$ cat src/rtl/lsu_align_pkg.sv
// Shared types for the load/store lane steering unit.
// Assumes a little-endian bus made of 8-bit lanes.
package lsu_align_pkg;

    typedef enum logic [1:0] {
        SZ_BYTE = 2'b00,
        SZ_HALF = 2'b01,
        SZ_WORD = 2'b10,
        SZ_RSVD = 2'b11
    } acc_size_e;

    // Load attributes held between request and returning data
    typedef struct packed {
        logic [1:0] addr;
        acc_size_e  size;
        logic       sgn;
    } ld_attr_t;

endpackage

$ cat src/rtl/lsu_store_fmt.sv
// Store formatter: copies the stored item into every lane of the bus word
// and builds the per-lane write strobes and the halfword alignment flag.
// Purely combinational; assumes four 8-bit lanes and little-endian order.
module lsu_store_fmt
    import lsu_align_pkg::*;
#(
    parameter int LANE_W = 8,
    parameter int LANES  = 4
) (
    input  logic                    clk,
    input  logic                    rst_n,
    input  logic                    req_valid,
    input  logic                    req_write,
    input  logic [$clog2(LANES)-1:0] req_addr,
    input  acc_size_e               req_size,
    input  logic [LANES*LANE_W-1:0] req_wdata,
    output logic [LANES*LANE_W-1:0] bus_wdata,
    output logic [LANES-1:0]        bus_wstrb,
    output logic                    align_err
);
    localparam int BUS_W = LANES * LANE_W;
    localparam int OFF_W = $clog2(LANES);

    logic [BUS_W-1:0] byte_rep;
    logic [BUS_W-1:0] half_rep;
    logic [LANES-1:0] strb_byte;
    logic [LANES-1:0] strb_half;
    logic             do_write;

    assign do_write = req_valid && req_write;

    // Per-lane replication patterns and strobe candidates
    for (genvar g = 0; g < LANES; g++) begin : g_lane
        assign byte_rep[g*LANE_W +: LANE_W] = req_wdata[LANE_W-1:0];
        assign half_rep[g*LANE_W +: LANE_W] = req_wdata[(g%2)*LANE_W +: LANE_W];
        assign strb_byte[g] = (req_addr == OFF_W'(g));
        assign strb_half[g] = (req_addr[OFF_W-1:1] == (OFF_W-1)'(g/2));
    end

    // Select write word and strobes by access size
    always_comb begin
        unique case (req_size)
            SZ_BYTE: begin
                bus_wdata = byte_rep;
                bus_wstrb = do_write ? strb_byte : '0;
            end
            SZ_HALF: begin
                bus_wdata = half_rep;
                bus_wstrb = do_write ? strb_half : '0;
            end
            default: begin
                bus_wdata = req_wdata;
                bus_wstrb = do_write ? '1 : '0;
            end
        endcase
    end

    // Flag an odd halfword address on any valid request
    assign align_err = req_valid && (req_size == SZ_HALF) && req_addr[0];

    AST_BYTE_STRB_ONE: assert property (@(posedge clk) disable iff (!rst_n)
        (do_write && req_size == SZ_BYTE) |-> ($countones(bus_wstrb) == 1));
    AST_NO_STRB_IDLE: assert property (@(posedge clk) disable iff (!rst_n)
        !do_write |-> (bus_wstrb == '0));
    AST_BYTE_REPL: assert property (@(posedge clk) disable iff (!rst_n)
        (req_size == SZ_BYTE) |-> (bus_wdata[BUS_W-1:LANE_W] == {(LANES-1){bus_wdata[LANE_W-1:0]}}));
    AST_HALF_REPL: assert property (@(posedge clk) disable iff (!rst_n)
        (req_size == SZ_HALF) |-> (bus_wdata[BUS_W-1:BUS_W/2] == bus_wdata[BUS_W/2-1:0]));
    AST_ERR_HALF_ONLY: assert property (@(posedge clk) disable iff (!rst_n)
        align_err |-> (req_size == SZ_HALF && bus_wstrb != 4'b0110));

endmodule

$ cat src/rtl/lsu_load_ctl.sv
// Load attribute register: captures size, signed flag and low address bits
// when a load is requested and raises the valid marker for the next cycle.
// Assumes read data returns exactly one cycle after the request.
module lsu_load_ctl
    import lsu_align_pkg::*;
#(
    parameter int OFF_W = 2
) (
    input  logic             clk,
    input  logic             rst_n,
    input  logic             req_valid,
    input  logic             req_write,
    input  logic [OFF_W-1:0] req_addr,
    input  acc_size_e        req_size,
    input  logic             req_signed,
    output ld_attr_t         attr_q,
    output logic             ld_valid
);
    logic take;

    assign take = req_valid && !req_write;

    // Hold attributes of the most recent load request
    always_ff @(posedge clk) begin
        if (!rst_n) begin
            attr_q   <= '{addr: '0, size: SZ_WORD, sgn: 1'b0};
            ld_valid <= 1'b0;
        end else begin
            ld_valid <= take;
            if (take) begin
                attr_q <= '{addr: req_addr, size: req_size, sgn: req_signed};
            end
        end
    end

    AST_LD_VALID_NEXT: assert property (@(posedge clk) disable iff (!rst_n)
        take |=> ld_valid);
    AST_ATTR_HELD: assert property (@(posedge clk) disable iff (!rst_n)
        (!take && rst_n && $past(rst_n)) |=> $stable(attr_q));

endmodule

$ cat src/rtl/lsu_load_ext.sv
// Load extractor: moves the addressed byte or halfword of the read word
// down to bit 0 and zero- or sign-extends it; words pass unchanged.
// Assumes four 8-bit lanes, little-endian, attributes already registered.
module lsu_load_ext
    import lsu_align_pkg::*;
#(
    parameter int LANE_W = 8,
    parameter int LANES  = 4
) (
    input  logic                    clk,
    input  logic                    rst_n,
    input  ld_attr_t                attr,
    input  logic                    ld_valid,
    input  logic [LANES*LANE_W-1:0] rd_data,
    output logic [LANES*LANE_W-1:0] ld_result
);
    localparam int BUS_W  = LANES * LANE_W;
    localparam int HALF_W = 2 * LANE_W;
    localparam int OFF_W  = $clog2(LANES);

    logic [LANE_W-1:0] sel_byte;
    logic [HALF_W-1:0] sel_half;
    logic [OFF_W-2:0]  half_idx;

    assign half_idx = attr.addr[OFF_W-1:1];

    // Pick the addressed byte and halfword
    always_comb begin
        sel_byte = rd_data[int'(attr.addr) * LANE_W +: LANE_W];
        sel_half = rd_data[int'(half_idx) * HALF_W +: HALF_W];
    end

    // Right-justify and extend by size and signed flag
    always_comb begin
        unique case (attr.size)
            SZ_BYTE: ld_result = {{(BUS_W-LANE_W){attr.sgn & sel_byte[LANE_W-1]}}, sel_byte};
            SZ_HALF: ld_result = {{(BUS_W-HALF_W){attr.sgn & sel_half[HALF_W-1]}}, sel_half};
            default: ld_result = rd_data;
        endcase
    end

    AST_UNSIGNED_BYTE_ZERO: assert property (@(posedge clk) disable iff (!rst_n)
        (ld_valid && attr.size == SZ_BYTE && !attr.sgn) |-> (ld_result[BUS_W-1:LANE_W] == '0));
    AST_SIGNED_HALF_FILL: assert property (@(posedge clk) disable iff (!rst_n)
        (ld_valid && attr.size == SZ_HALF && attr.sgn)
        |-> (ld_result[BUS_W-1:HALF_W] == {(BUS_W-HALF_W){ld_result[HALF_W-1]}}));
    AST_WORD_PASS: assert property (@(posedge clk) disable iff (!rst_n)
        (ld_valid && (attr.size == SZ_WORD || attr.size == SZ_RSVD)) |-> (ld_result == rd_data));

endmodule

$ cat src/rtl/lsu_align.sv
// Top of the load/store lane steering unit: combinational store formatting,
// and a load path whose steering attributes are registered at request time
// so they line up with read data returning one cycle later.
module lsu_align
    import lsu_align_pkg::*;
#(
    parameter int LANE_W = 8,
    parameter int LANES  = 4
) (
    input  logic        clk,
    input  logic        rst_n,
    input  logic        req_valid,
    input  logic        req_write,
    input  logic [1:0]  req_addr,
    input  logic [1:0]  req_size,
    input  logic        req_signed,
    input  logic [31:0] req_wdata,
    output logic [31:0] bus_wdata,
    output logic [3:0]  bus_wstrb,
    output logic        align_err,
    input  logic [31:0] rd_data,
    output logic [31:0] ld_result,
    output logic        ld_valid
);
    localparam int OFF_W = $clog2(LANES);

    acc_size_e size_e;
    ld_attr_t  attr_q;

    assign size_e = acc_size_e'(req_size);

    lsu_store_fmt #(.LANE_W(LANE_W), .LANES(LANES)) u_store (
        .clk       (clk),
        .rst_n     (rst_n),
        .req_valid (req_valid),
        .req_write (req_write),
        .req_addr  (req_addr),
        .req_size  (size_e),
        .req_wdata (req_wdata),
        .bus_wdata (bus_wdata),
        .bus_wstrb (bus_wstrb),
        .align_err (align_err)
    );

    lsu_load_ctl #(.OFF_W(OFF_W)) u_ctl (
        .clk        (clk),
        .rst_n      (rst_n),
        .req_valid  (req_valid),
        .req_write  (req_write),
        .req_addr   (req_addr),
        .req_size   (size_e),
        .req_signed (req_signed),
        .attr_q     (attr_q),
        .ld_valid   (ld_valid)
    );

    lsu_load_ext #(.LANE_W(LANE_W), .LANES(LANES)) u_ext (
        .clk       (clk),
        .rst_n     (rst_n),
        .attr      (attr_q),
        .ld_valid  (ld_valid),
        .rd_data   (rd_data),
        .ld_result (ld_result)
    );

endmodule

$ cat config.mk
export PLATFORM = sky130hd
export DESIGN_NAME = lsu_align
export DESIGN_NICKNAME = d
export VERILOG_FILES = /design/src/rtl/lsu_align_pkg.sv /design/src/rtl/lsu_store_fmt.sv /design/src/rtl/lsu_load_ctl.sv /design/src/rtl/lsu_load_ext.sv /design/src/rtl/lsu_align.sv
export SDC_FILE = /design/constraint.sdc
export NUM_CORES = 1
export LEC_CHECK = 0
export ABC_AREA = 1
export BUFFER_PORTS_ARGS = -buffer_cell sky130_fd_sc_hd__buf_2
export CAP_MARGIN = 20
export CORE_MARGIN = 5
export CORE_UTILIZATION = 37
export CTS_BUF_LIST = sky130_fd_sc_hd__clkbuf_2 sky130_fd_sc_hd__clkbuf_4 sky130_fd_sc_hd__clkbuf_8
export DETAILED_ROUTE_END_ITERATION = 6
export GPL_TIMING_DRIVEN = 0
export PLACE_DENSITY = 0.92
export SLEW_MARGIN = 30
export SYNTH_ARGS = -nofsm -noshare
export SYNTH_HDL_FRONTEND = slang
export SYNTH_SLANG_ARGS = --single-unit
$ cat constraint.sdc
create_clock -name clk -period 1.7 [get_ports clk]
set_input_delay 0.255 -clock clk [delete_from_list [all_inputs] [get_ports clk]]
set_output_delay 0.255 -clock clk [all_outputs]
set_load 0.005 [all_outputs]
==> results of run 1 <==
## area by class of cell
cell class                      count  area (sq um)  area share (%)
Sequential cell                     6         130.1           5.190
Multi-Input combinational cell    224          1171           46.71
Tap cell                           48         60.06           2.395
Clock buffer                        3         41.29           1.647
Inverter                           19         93.84           3.743
Timing Repair Buffer              158         865.8           34.53
Buffer                             19         145.1           5.788
## synth_stat cells
cell type	count
a21oi_1	4
a22oi_1	1
and2_0	3
buf_2	6
buf_4	8
buf_6	4
clkbuf_1	3
clkinv_1	1
clkinv_2	1
dfxtp_1	6
inv_1	15
inv_4	1
inv_6	1
nand2_1	136
nand2_2	4
nand2_4	2
nand3_1	24
nand3_2	7
nor2_1	7
nor2_2	1
nor2_4	1
nor2_8	1
nor3_1	1
o211ai_1	12
o21ai_0	16
or2_2	4
## what timing repair did
item,in CTS,in global routing
endpoints found under the setup margin,27,29
cloned,2,0
hold buffers,0,0
buffers inserted,10,4
gates resized for setup,28,27
pin swaps,7,6
## cells by family (layout without fill, tap and decap cells)
group           count (synthesis)  count (layout)
simple gates                  191             191
compound gates                 33              33
buf+inv                        40             199
flops                           6               6
## worst max-delay path, delay by kind of cell (launching register included)
family / cells / cell delay [ns]
buf+inv: 3 / 0.36
flops: 1 / 0.38
simple gates: 6 / 0.52
## metal layers
metal  share of wire (%)  up-vias  track usage [%]
li1                    -     1176                -
met1                  34     1050            23.31
met2                  51      184            43.57
met3                  12       28            5.610
met4                 3.2        0            12.73
met5                   0        -                0
## metrics by stage
stage | hold slack, ns | power, W | cell area [sq um] | cells | setup TNS, ns
after floorplan | 0.3536 | 0.0004375 | 1405 | 270 | 0
after global placement | 0.4850 | 0.0007061 | 2176 | 460 | 0
after detailed placement | 0.5097 | 0.0007140 | 2176 | 460 | 0
after CTS | 0.2781 | 0.0009643 | 2404 | 474 | -0.02417
after global routing | 0.2888 | 0.001070 | 2507 | 477 | -1.496
final | 0.2837 | 0.0009889 | 2507 | 477 | -0.4539
## cell usage in the layout, fill, tap and decap left out, types with 2 or more instances in the layout
cell type	instances
o21ai_0	16
buf_2	145
inv_1	14
clkbuf_2	2
nand3_1	13
dfxtp_4	2
nand2_1	132
dfxtp_2	2
and2_1	3
nor2_2	2
clkbuf_8	3
buf_6	7
nand2_4	5
nand2_2	4
dfxtp_1	2
o211ai_1	12
buf_4	20
nand3_2	17
nor2_1	6
a21oi_1	3
or2_2	2
or2_4	2
## state kept, by name (all words and copies together), names as in the netlist
register / flops
u_ctl.ld_valid: 1
u_ctl.attr_q: 5
## final timing paths
kind	startpoint	to	slack [ns]	depth (start not counted)
max	u_ctl.attr_q[2]	ld_result[20]	-0.05	9
min	req_signed	u_ctl.attr_q[0]	0.28	3
max reg2reg	u_ctl.attr_q[4]	u_ctl.attr_q[4]	0.74	4
min reg2reg	u_ctl.attr_q[3]	u_ctl.attr_q[3]	0.56	2
## power by group through the flow
stage,registers (W),clock network (W),logic [W]
3_3_place_gp,0.000158,0,0.000548
2_1_floorplan,0.000158,0,0.000280
6_report,0.000169,0.000210,0.000610
5_1_grt,0.000170,0.000229,0.000671
4_1_cts,0.000164,0.000218,0.000582
3_5_place_dp,0.000159,0,0.000555
==> results.ini, run 1 <==
[sta]
fmax_ghz=0.5700
fin_ws_ns=-0.05425
fin_crit_sh_pct=103.2
slew_headroom_pct=68.43
drv_slew=0
clock_skew_ns=0
setup_viol=24
hold_violations=0
finalCriticalPeriod_ns=1.754
tightest_slew_ns=0.4736
rsz0062_at_grt=true

[synth]
synth_xor_xnor_area_share_pct=0
synthesis.area_sq_mm=0.001405
synth-seq-area-share_pct=8.549
yosys_warnings=0
synth_nets=343
synth-simple-area-share_pct=61.26
synthAdderAreaFrac_pct=0
yosys.area.top_type=nand2_1
synth-compound-area-share_pct=14.07
synth_top_family_by_area=simple AND/OR/NAND/NOR gates
muxShareOfSynthArea_pct=0
syn_inst=270
synth.distinct_cells=26
synth_seq_cells=6
synth_area_leaders=nand2_1, dfxtp_1, nand3_1, o211ai_1, o21ai_0
syn_area_per_cell_sq_um=5.204
yosysTopAreaCellShare_pct=36.33

[detailed_routing]
vias=2438
drt-initial-drc-count=180
wl_per_cell_um=14.10
drc=0
dr.pass1.iters=6
via_per_inst=5.111
drt-total-wl_um=6728
ant_nets=0

[power]
netSwitchingFraction_pct=39.80
p_seq_share_pct=17.1
p_sw_w=0.0003935
combPwrFrac_pct=61.7
vdd_drop_max_v=0.0002251
p_leak_nw=1.588
cellPowerDensity_mw_per_mm2=394.4
p_clk_share_pct=21.2
internal-power_w=0.0005953

[floorplanning]
die_w_um=71.63
initial_core_util_pct=38.38
coreArea_sq_mm=0.003661
dieArea_sq_mm=0.005130
num_io_pins=143
rows=22
die_y_um=71.63

[layout]
fillers=296
final_util_pct=68.49
areaGrowthSynthToFinish_pct=78.45
drive_gt1_share_pct=52.21
fin_nets=504
diodes=0

[placement]
globalplace.congestion=0.9284
hpwl_um=5029
place_ws_ns=0.07966
port_buffers=142

[critical_path]
worstSetupPathType=register to output port
startpoint_type=register
crit_slowest_cell=dfxtp_4
crit_path_max_incr_delay_ns=0.38
worstPathCellList=inv_6 -> nand2_4 -> nor2_2 -> nand2_2 -> nand2_4 -> nand2_8 -> buf_6 -> nand3_2 -> buf_2
crit_fanout=8
arrival_ns=1.50
path_common_cell=nand2_4
end_kind=output port
worst_ep_required_time_ns=1.44

[cts]
cts_tree=built
cts_num_sinks=6
clk_pin_slew_ns=0.03
h-tree-depth=1
clk_latency_ns=0.22
cts_buffers=3
clk_path_buf_depth=2
cts_root_buf=clkbuf_8

[global_routing]
grt_pass1_wl_um=9804
grt_pass1_vias=2318
antenna_found_initial=0
grt_use_total_pct=23.27
grt_max_degree=11
overflow=0

[min_path]
hp-class=primary input to register

[run_status]
status=finished, violations left
violations=negative setup slack

[flow_run]
max_cap_violations=0

No activity file was read; power rests on OpenSTA's default activity.
==> run 2, diff against run 1 <==
--- a/config.mk
+++ b/config.mk
@@ -13,7 +13,9 @@
 export CTS_BUF_LIST = sky130_fd_sc_hd__clkbuf_2 sky130_fd_sc_hd__clkbuf_4 sky130_fd_sc_hd__clkbuf_8
 export DETAILED_ROUTE_END_ITERATION = 6
 export GPL_TIMING_DRIVEN = 0
+export HOLD_SLACK_MARGIN = 0.05
 export PLACE_DENSITY = 0.92
+export SKIP_CTS_REPAIR_TIMING = 1
 export SLEW_MARGIN = 30
 export SYNTH_ARGS = -nofsm -noshare
 export SYNTH_HDL_FRONTEND = slang
==> results.ini, run 2 (synthesis gave the netlist of run 1 again) <==
[cts]
cts_num_sinks=6  ; unchanged
cts_buffers=3  ; unchanged
cts_root_buf=clkbuf_8
clk_pin_slew_ns=0.04  ; about the same
clk_path_buf_depth=2  ; unchanged
h-tree-depth=1  ; unchanged
clk_latency_ns=0.22  ; about the same
cts_tree=built

[power]
cellPowerDensity_mw_per_mm2=394.5  ; about the same
p_leak_nw=1.594  ; +0.34%
finalPower_w=0.0009723  ; -1.7%
vdd_drop_max_v=0.0002306  ; +2.4%

[critical_path]
end_kind=output port
worst_ep_required_time_ns=1.44  ; about the same
crit_fanout=8  ; unchanged
worstSetupPathType=register to output port
arrival_ns=1.53  ; +0.03 ns
startpoint_type=register

[run_status]
violations=negative setup slack
status=finished, violations left

[flow_run]
max_cap_violations=0  ; unchanged

[sta]
fmax_ghz=0.5596  ; -1.8%
setup_viol=26  ; +8.3%
drv_slew=0  ; unchanged
rsz0062_at_grt=true
fin_ws_ns=-0.08714  ; -0.03290 ns
slew_headroom_pct=68.45  ; about the same
fin_crit_sh_pct=105.1  ; +1.9 points
hold_violations=0  ; unchanged
whs_ns=0.2801  ; -0.003617 ns
tightest_slew_ns=0.4732  ; -0.0003753 ns
clock_skew_ns=0  ; unchanged
finalCriticalPeriod_ns=1.787  ; +0.03290 ns

[floorplanning]
initial_core_util_pct=38.38  ; unchanged
rows=22  ; unchanged
die_y_um=71.63  ; unchanged
num_io_pins=143  ; unchanged
die_w_um=71.63  ; unchanged
dieArea_sq_mm=0.005130  ; unchanged
coreArea_sq_mm=0.003661  ; unchanged

[detailed_routing]
via_per_inst=5.088  ; -0.45%
drt-total-wl_um=6472  ; -3.8%
drt-initial-drc-count=190  ; +5.6%
wl_per_cell_um=13.60  ; -3.6%
drc=0  ; unchanged
ant_nets=0  ; unchanged
vias=2422  ; -0.66%
dr.pass1.iters=4  ; -2

[layout]
final_common_cell=buf_2
diodes=0  ; unchanged
final_util_pct=67.33  ; -1.2 points
fin_nets=503  ; -0.20%
drive_gt1_share_pct=50.70  ; -1.5 points
reg.largest.list=u_ctl.attr_q x5, u_ctl.ld_valid x1
areaGrowthSynthToFinish_pct=75.42
layout_common_cells=buf_2, nand2_1, buf_4, nand3_2, o21ai_0
largest_reg_flops=5  ; unchanged
top_register=u_ctl.attr_q
fin_area_sq_mm=0.002465  ; -1.7%

[global_routing]
grt_pass1_wl_um=9211  ; -6.0%
overflow=0  ; unchanged
antenna_found_initial=0  ; unchanged
grt_pass1_vias=2167  ; -6.5%
grt_max_degree=11  ; unchanged
grt_use_total_pct=21.72  ; -1.6 points

[placement]
placed_area_sq_mm=0.002176  ; unchanged
hpwl_um=5029  ; unchanged
globalplace.congestion=0.9284  ; unchanged
port_buffers=142  ; unchanged

[min_path]
hp-class=primary input to register

## run 2: cell types whose count changed in the layout (fill, tap and decap cells not counted), moves of 3 or more
cell     delta
nand3_2     +3
and2_1      -3
nand3_1     -3
nand2_4     -3
nand2_1     +3
and2_0      +3
buf_6       -3
dfxtp_1     +3
## run 2: worst paths after layout
kind         cells past startpoint  slack [ns]               to             from
min                              3        0.28  u_ctl.attr_q[0]       req_signed
max reg2reg                      5        0.71  u_ctl.attr_q[2]  u_ctl.attr_q[2]
max                             10       -0.09    ld_result[11]  u_ctl.attr_q[2]
min reg2reg                      2        0.52  u_ctl.attr_q[1]  u_ctl.attr_q[1]
## run 2: area by class of cell
type | instances | area, sq um
Buffer | 21 | 166.4
Clock buffer | 3 | 41.29
Fill cell | 307 | 1196
Inverter | 19 | 83.83
Multi-Input combinational cell | 224 | 1142
Sequential cell | 6 | 121.4
Tap cell | 48 | 60.06
Timing Repair Buffer | 155 | 849.6
## run 2: critical path, stage by stage (launching register included)
cell and delay, ns:
dfxtp_2 0.31, buf_6 0.13, inv_6 0.06, nand2_4 0.06, nor2_8 0.13, nand2_2 0.07, nand2_2 0.08, nand2_4 0.11
buf_4 0.16, nand3_1 0.07, buf_2 0.12
## run 2: report_power, final
| part | total, W | switching, W | internal, W |
|---|---|---|---|
| combinational | 0.000604 | 0.000314 | 0.000289 |
| clock | 0.000210 | 0.0000587 | 0.000152 |
| sequential | 0.000158 | 0.00000736 | 0.000151 |
| total | 0.000972 | 0.000380 | 0.000592 |
## run 2: per-layer routing
metal  vias up  routed length [um]  track usage (%)
met1      1050                2246            22.65
met3        14                 879            6.452
met2       182                3225            40.71
met4         0                 121            7.724
met5         -                   0                0
li1       1176                   -                -
## run 2: metrics by stage
stage | instances | setup slack [ns] | setup TNS (ns)
after floorplan | 270 | 0.3975 | 0
after global placement | 460 | 0.09951 | 0
after detailed placement | 460 | 0.07966 | 0
after CTS | 463 | -0.1412 | -2.061
after global routing | 476 | -0.1565 | -3.709
final | 476 | -0.08714 | -1.678
==> run 3, diff against run 2 <==
--- a/config.mk
+++ b/config.mk
@@ -5,11 +5,10 @@
 export SDC_FILE = /design/constraint.sdc
 export NUM_CORES = 1
 export LEC_CHECK = 0
-export ABC_AREA = 1
 export BUFFER_PORTS_ARGS = -buffer_cell sky130_fd_sc_hd__buf_2
 export CAP_MARGIN = 20
 export CORE_MARGIN = 5
-export CORE_UTILIZATION = 37
+export CORE_UTILIZATION = 36
 export CTS_BUF_LIST = sky130_fd_sc_hd__clkbuf_2 sky130_fd_sc_hd__clkbuf_4 sky130_fd_sc_hd__clkbuf_8
 export DETAILED_ROUTE_END_ITERATION = 6
 export GPL_TIMING_DRIVEN = 0
==> results.ini, run 3 <==
[run_status]
status=finished, violations left
violations=negative setup slack

[cts]
cts_buffers=3  ; unchanged
clk_latency_ns=0.22  ; about the same
cts_num_sinks=6  ; unchanged
clk_pin_slew_ns=0.04  ; about the same
h-tree-depth=1  ; unchanged
cts_tree=built
cts_root_buf=clkbuf_8
clk_path_buf_depth=2  ; unchanged

[floorplanning]
num_io_pins=143  ; unchanged
die_w_um=71.18  ; -0.62%
dieArea_sq_mm=0.005067  ; -1.2%
coreArea_sq_mm=0.003633  ; -0.75%
die_y_um=71.18  ; -0.62%
initial_core_util_pct=37.09  ; -1.3 points
rows=22  ; unchanged

[sta]
drv_slew=0  ; unchanged
clock_skew_ns=0  ; unchanged
slew_headroom_pct=68.11  ; -0.34 points
hold_violations=0  ; unchanged
fmax_ghz=0.5240  ; -6.3%
tightest_slew_ns=0.4783  ; +0.005117 ns
rsz0062_at_grt=true
finalCriticalPeriod_ns=1.908  ; +0.1211 ns
fin_ws_ns=-0.2082  ; -0.1211 ns
setup_viol=32  ; +23%
fin_crit_sh_pct=112.2  ; +7.1 points

[global_routing]
grt_pass1_vias=2043  ; -5.7%
grt_max_degree=11  ; unchanged
overflow=0  ; unchanged
grt_pass1_wl_um=8625  ; -6.4%
antenna_found_initial=0  ; unchanged
grt_use_total_pct=20.58  ; -1.1 points

[critical_path]
end_kind=output port
worstSetupEndpoint=ld_result[25]
crit_fanout=5  ; -3
r2r_cells=3  ; -2
worstSetupPathType=register to output port
arrival_ns=1.65  ; +0.12 ns
startpoint=u_ctl.attr_q[4]
startpoint_type=register
r2r_slack_ns=0.55  ; -0.16 ns
worst_ep_required_time_ns=1.44  ; about the same
r2r-end=u_ctl.attr_q[1]
r2r-start=u_ctl.attr_q[1]

[detailed_routing]
ant_nets=0  ; unchanged
vias=2126  ; -12%
dr.pass1.iters=4  ; unchanged
drt-total-wl_um=6243  ; -3.5%
via_per_inst=5.249  ; +3.2%
wl_per_cell_um=15.41  ; +13%
drt-initial-drc-count=84  ; -56%
drc=0  ; unchanged

[synth]
synth-simple-area-share_pct=31.10  ; -30 points
async_reset_ff_share_pct=0  ; unchanged
syn_inst=205  ; -24%
muxShareOfSynthArea_pct=28.97  ; +29 points
synth.most_common_cell=nand2_1
synthAdderAreaFrac_pct=0  ; unchanged
synth_xor_xnor_area_share_pct=0  ; unchanged
synth.distinct_cells=25  ; -3.8%
synth_top_family_by_area=simple AND/OR/NAND/NOR gates
synth_area_leaders=mux2_2, nand2_1, mux2i_1, dfxtp_1, nor2b_1
synth_seq_cells=6  ; unchanged
synth-seq-area-share_pct=8.914  ; +0.37 points
synth-main-ff-cell=dfxtp_1
yosys.area.top_type=mux2_2
synth-compound-area-share_pct=20.80  ; +6.7 points
synthesis.area_sq_mm=0.001348  ; -4.1%
syn_area_per_cell_sq_um=6.573  ; +26%
synth_nets=278  ; -19%
yosysTopAreaCellShare_pct=17.55  ; -19 points
synth_common_cells=nand2_1, mux2_2, o21ai_0
yosys_warnings=0  ; unchanged
synth_edf_count=0  ; unchanged

[layout]
top_register=u_ctl.attr_q
fillers=296  ; -3.6%
fin_nets=432  ; -14%
reg.largest.list=u_ctl.attr_q x5, u_ctl.ld_valid x1
drive_gt1_share_pct=60.50  ; +9.8 points
layout_common_cells=buf_2, nand2_1, mux2_2, a21oi_1
diodes=0  ; unchanged
stdcell_count=405  ; -15%
largest_reg_flops=5  ; unchanged
areaGrowthSynthToFinish_pct=80.50
final_common_cell=buf_2

[placement]
port_buffers=141  ; -0.70%
dp_cells=394  ; -14%
globalplace.congestion=0.8772  ; -5.5%
hpwl_um=4666  ; -7.2%

[power]
finalPower_w=0.0009492  ; -2.4%
internal-power_w=0.0006095  ; +2.9%
vdd_drop_max_v=0.0002261  ; -2.0%
p_clk_share_pct=22.0  ; +0.4 points
p_leak_nw=1.329  ; -17%
p_seq_share_pct=16.3  ; about the same
p_sw_w=0.0003396  ; -11%
cellPowerDensity_mw_per_mm2=390.2  ; -1.1%
combPwrFrac_pct=61.8  ; -0.3 points
netSwitchingFraction_pct=35.78  ; -3.3 points

[min_path]
hp-class=primary input to register

[flow_run]
max_cap_violations=0  ; unchanged

## run 3: cell types whose count changed after synthesis, sizes merged, moves of 12 or more
cell / before / now
o211ai: 12 / 0
mux2: 0 / 21
mux2i: 0 / 15
nand3: 31 / 0
nor2b: 0 / 16
nand2: 142 / 61
inv: 17 / 2
## run 3: power groups by stage
| stage | registers [W] | logic (W) | clock network [W] |
|---|---|---|---|
| finish | 0.000155 | 0.000586 | 0.000208 |
| global route | 0.000156 | 0.000644 | 0.000222 |
| CTS | 0.000155 | 0.000507 | 0.000213 |
| detailed placement | 0.000157 | 0.000505 | 0 |
| global placement | 0.000157 | 0.000495 | 0 |
| floorplan | 0.000156 | 0.000251 | 0 |
## run 3: stage by stage
step / cell area [sq um] / utilization [%] / hold slack [ns] / worst slack [ns] / setup TNS [ns]
2_1_floorplan: 1348 / - / 0.3169 / 0.1935 / 0
3_3_place_gp: 2113 / 58.16 / 0.4680 / -0.1026 / -1.145
3_5_place_dp: 2113 / 58.16 / 0.4725 / -0.1361 / -1.719
4_1_cts: 2155 / 59.30 / 0.2446 / -0.3706 / -8.581
5_1_grt: 2432 / 66.94 / 0.2503 / -0.2779 / -5.991
6_report: 2432 / 66.94 / 0.2449 / -0.2082 / -3.504
## run 3: worst min-delay path by stage
| stage | start | endpoint | slack (ns) | depth (start not counted) |
|---|---|---|---|---|
| 6_report | rst_n | u_ctl.attr_q[2] | 0.24 | 2 |
| 5_1_grt | rst_n | u_ctl.attr_q[2] | 0.25 | 2 |
| 3_3_place_gp | rst_n | u_ctl.attr_q[2] | 0.47 | 2 |
| 2_1_floorplan | rst_n | u_ctl.attr_q[2] | 0.32 | 1 |
| 4_1_cts | rst_n | u_ctl.attr_q[2] | 0.24 | 2 |
| 3_5_place_dp | rst_n | u_ctl.attr_q[2] | 0.47 | 2 |
## run 3: critical path: stages, from the launching register on
cell,delay [ns]
dfxtp_1,0.32
buf_6,0.14
mux2i_4,0.28
nor2_2,0.06
o21ai_2,0.22
buf_4,0.19
nand2_1,0.08
buf_2,0.15
## run 3: layer usage
| metal | global-route usage (%) | wire length, um | share of wire [%] | vias to the layer above |
|---|---|---|---|---|
| met1 | 18.86 | 2040 | 33 | 961 |
| met2 | 39.49 | 3269 | 52 | 140 |
| li1 | - | - | - | 1007 |
| met3 | 8.097 | 721 | 12 | 18 |
| met4 | 8.768 | 211 | 3.4 | 0 |
| met5 | 0 | 0 | 0 | - |
## run 3: final cells by class
| class | count | area [sq um] | share of cell area [%] |
|---|---|---|---|
| clock buffer | 3 | 41.29 | 1.698 |
| tap | 48 | 60.06 | 2.469 |
| multi-input combinational | 174 | 1225 | 50.36 |
| inverter | 2 | 7.507 | 0.3086 |
| sequential | 6 | 127.6 | 5.247 |
| buffer | 23 | 163.9 | 6.739 |
| timing repair buffer | 149 | 807.0 | 33.18 |
## run 3: kinds of logic after synthesis
| kind of cell | count (synthesis) |
|---|---|
| buffers and inverters | 25 |
| AOI/OAI and AO/OA | 47 |
| muxes | 36 |
| and+or+nand+nor | 91 |
| DFF | 6 |
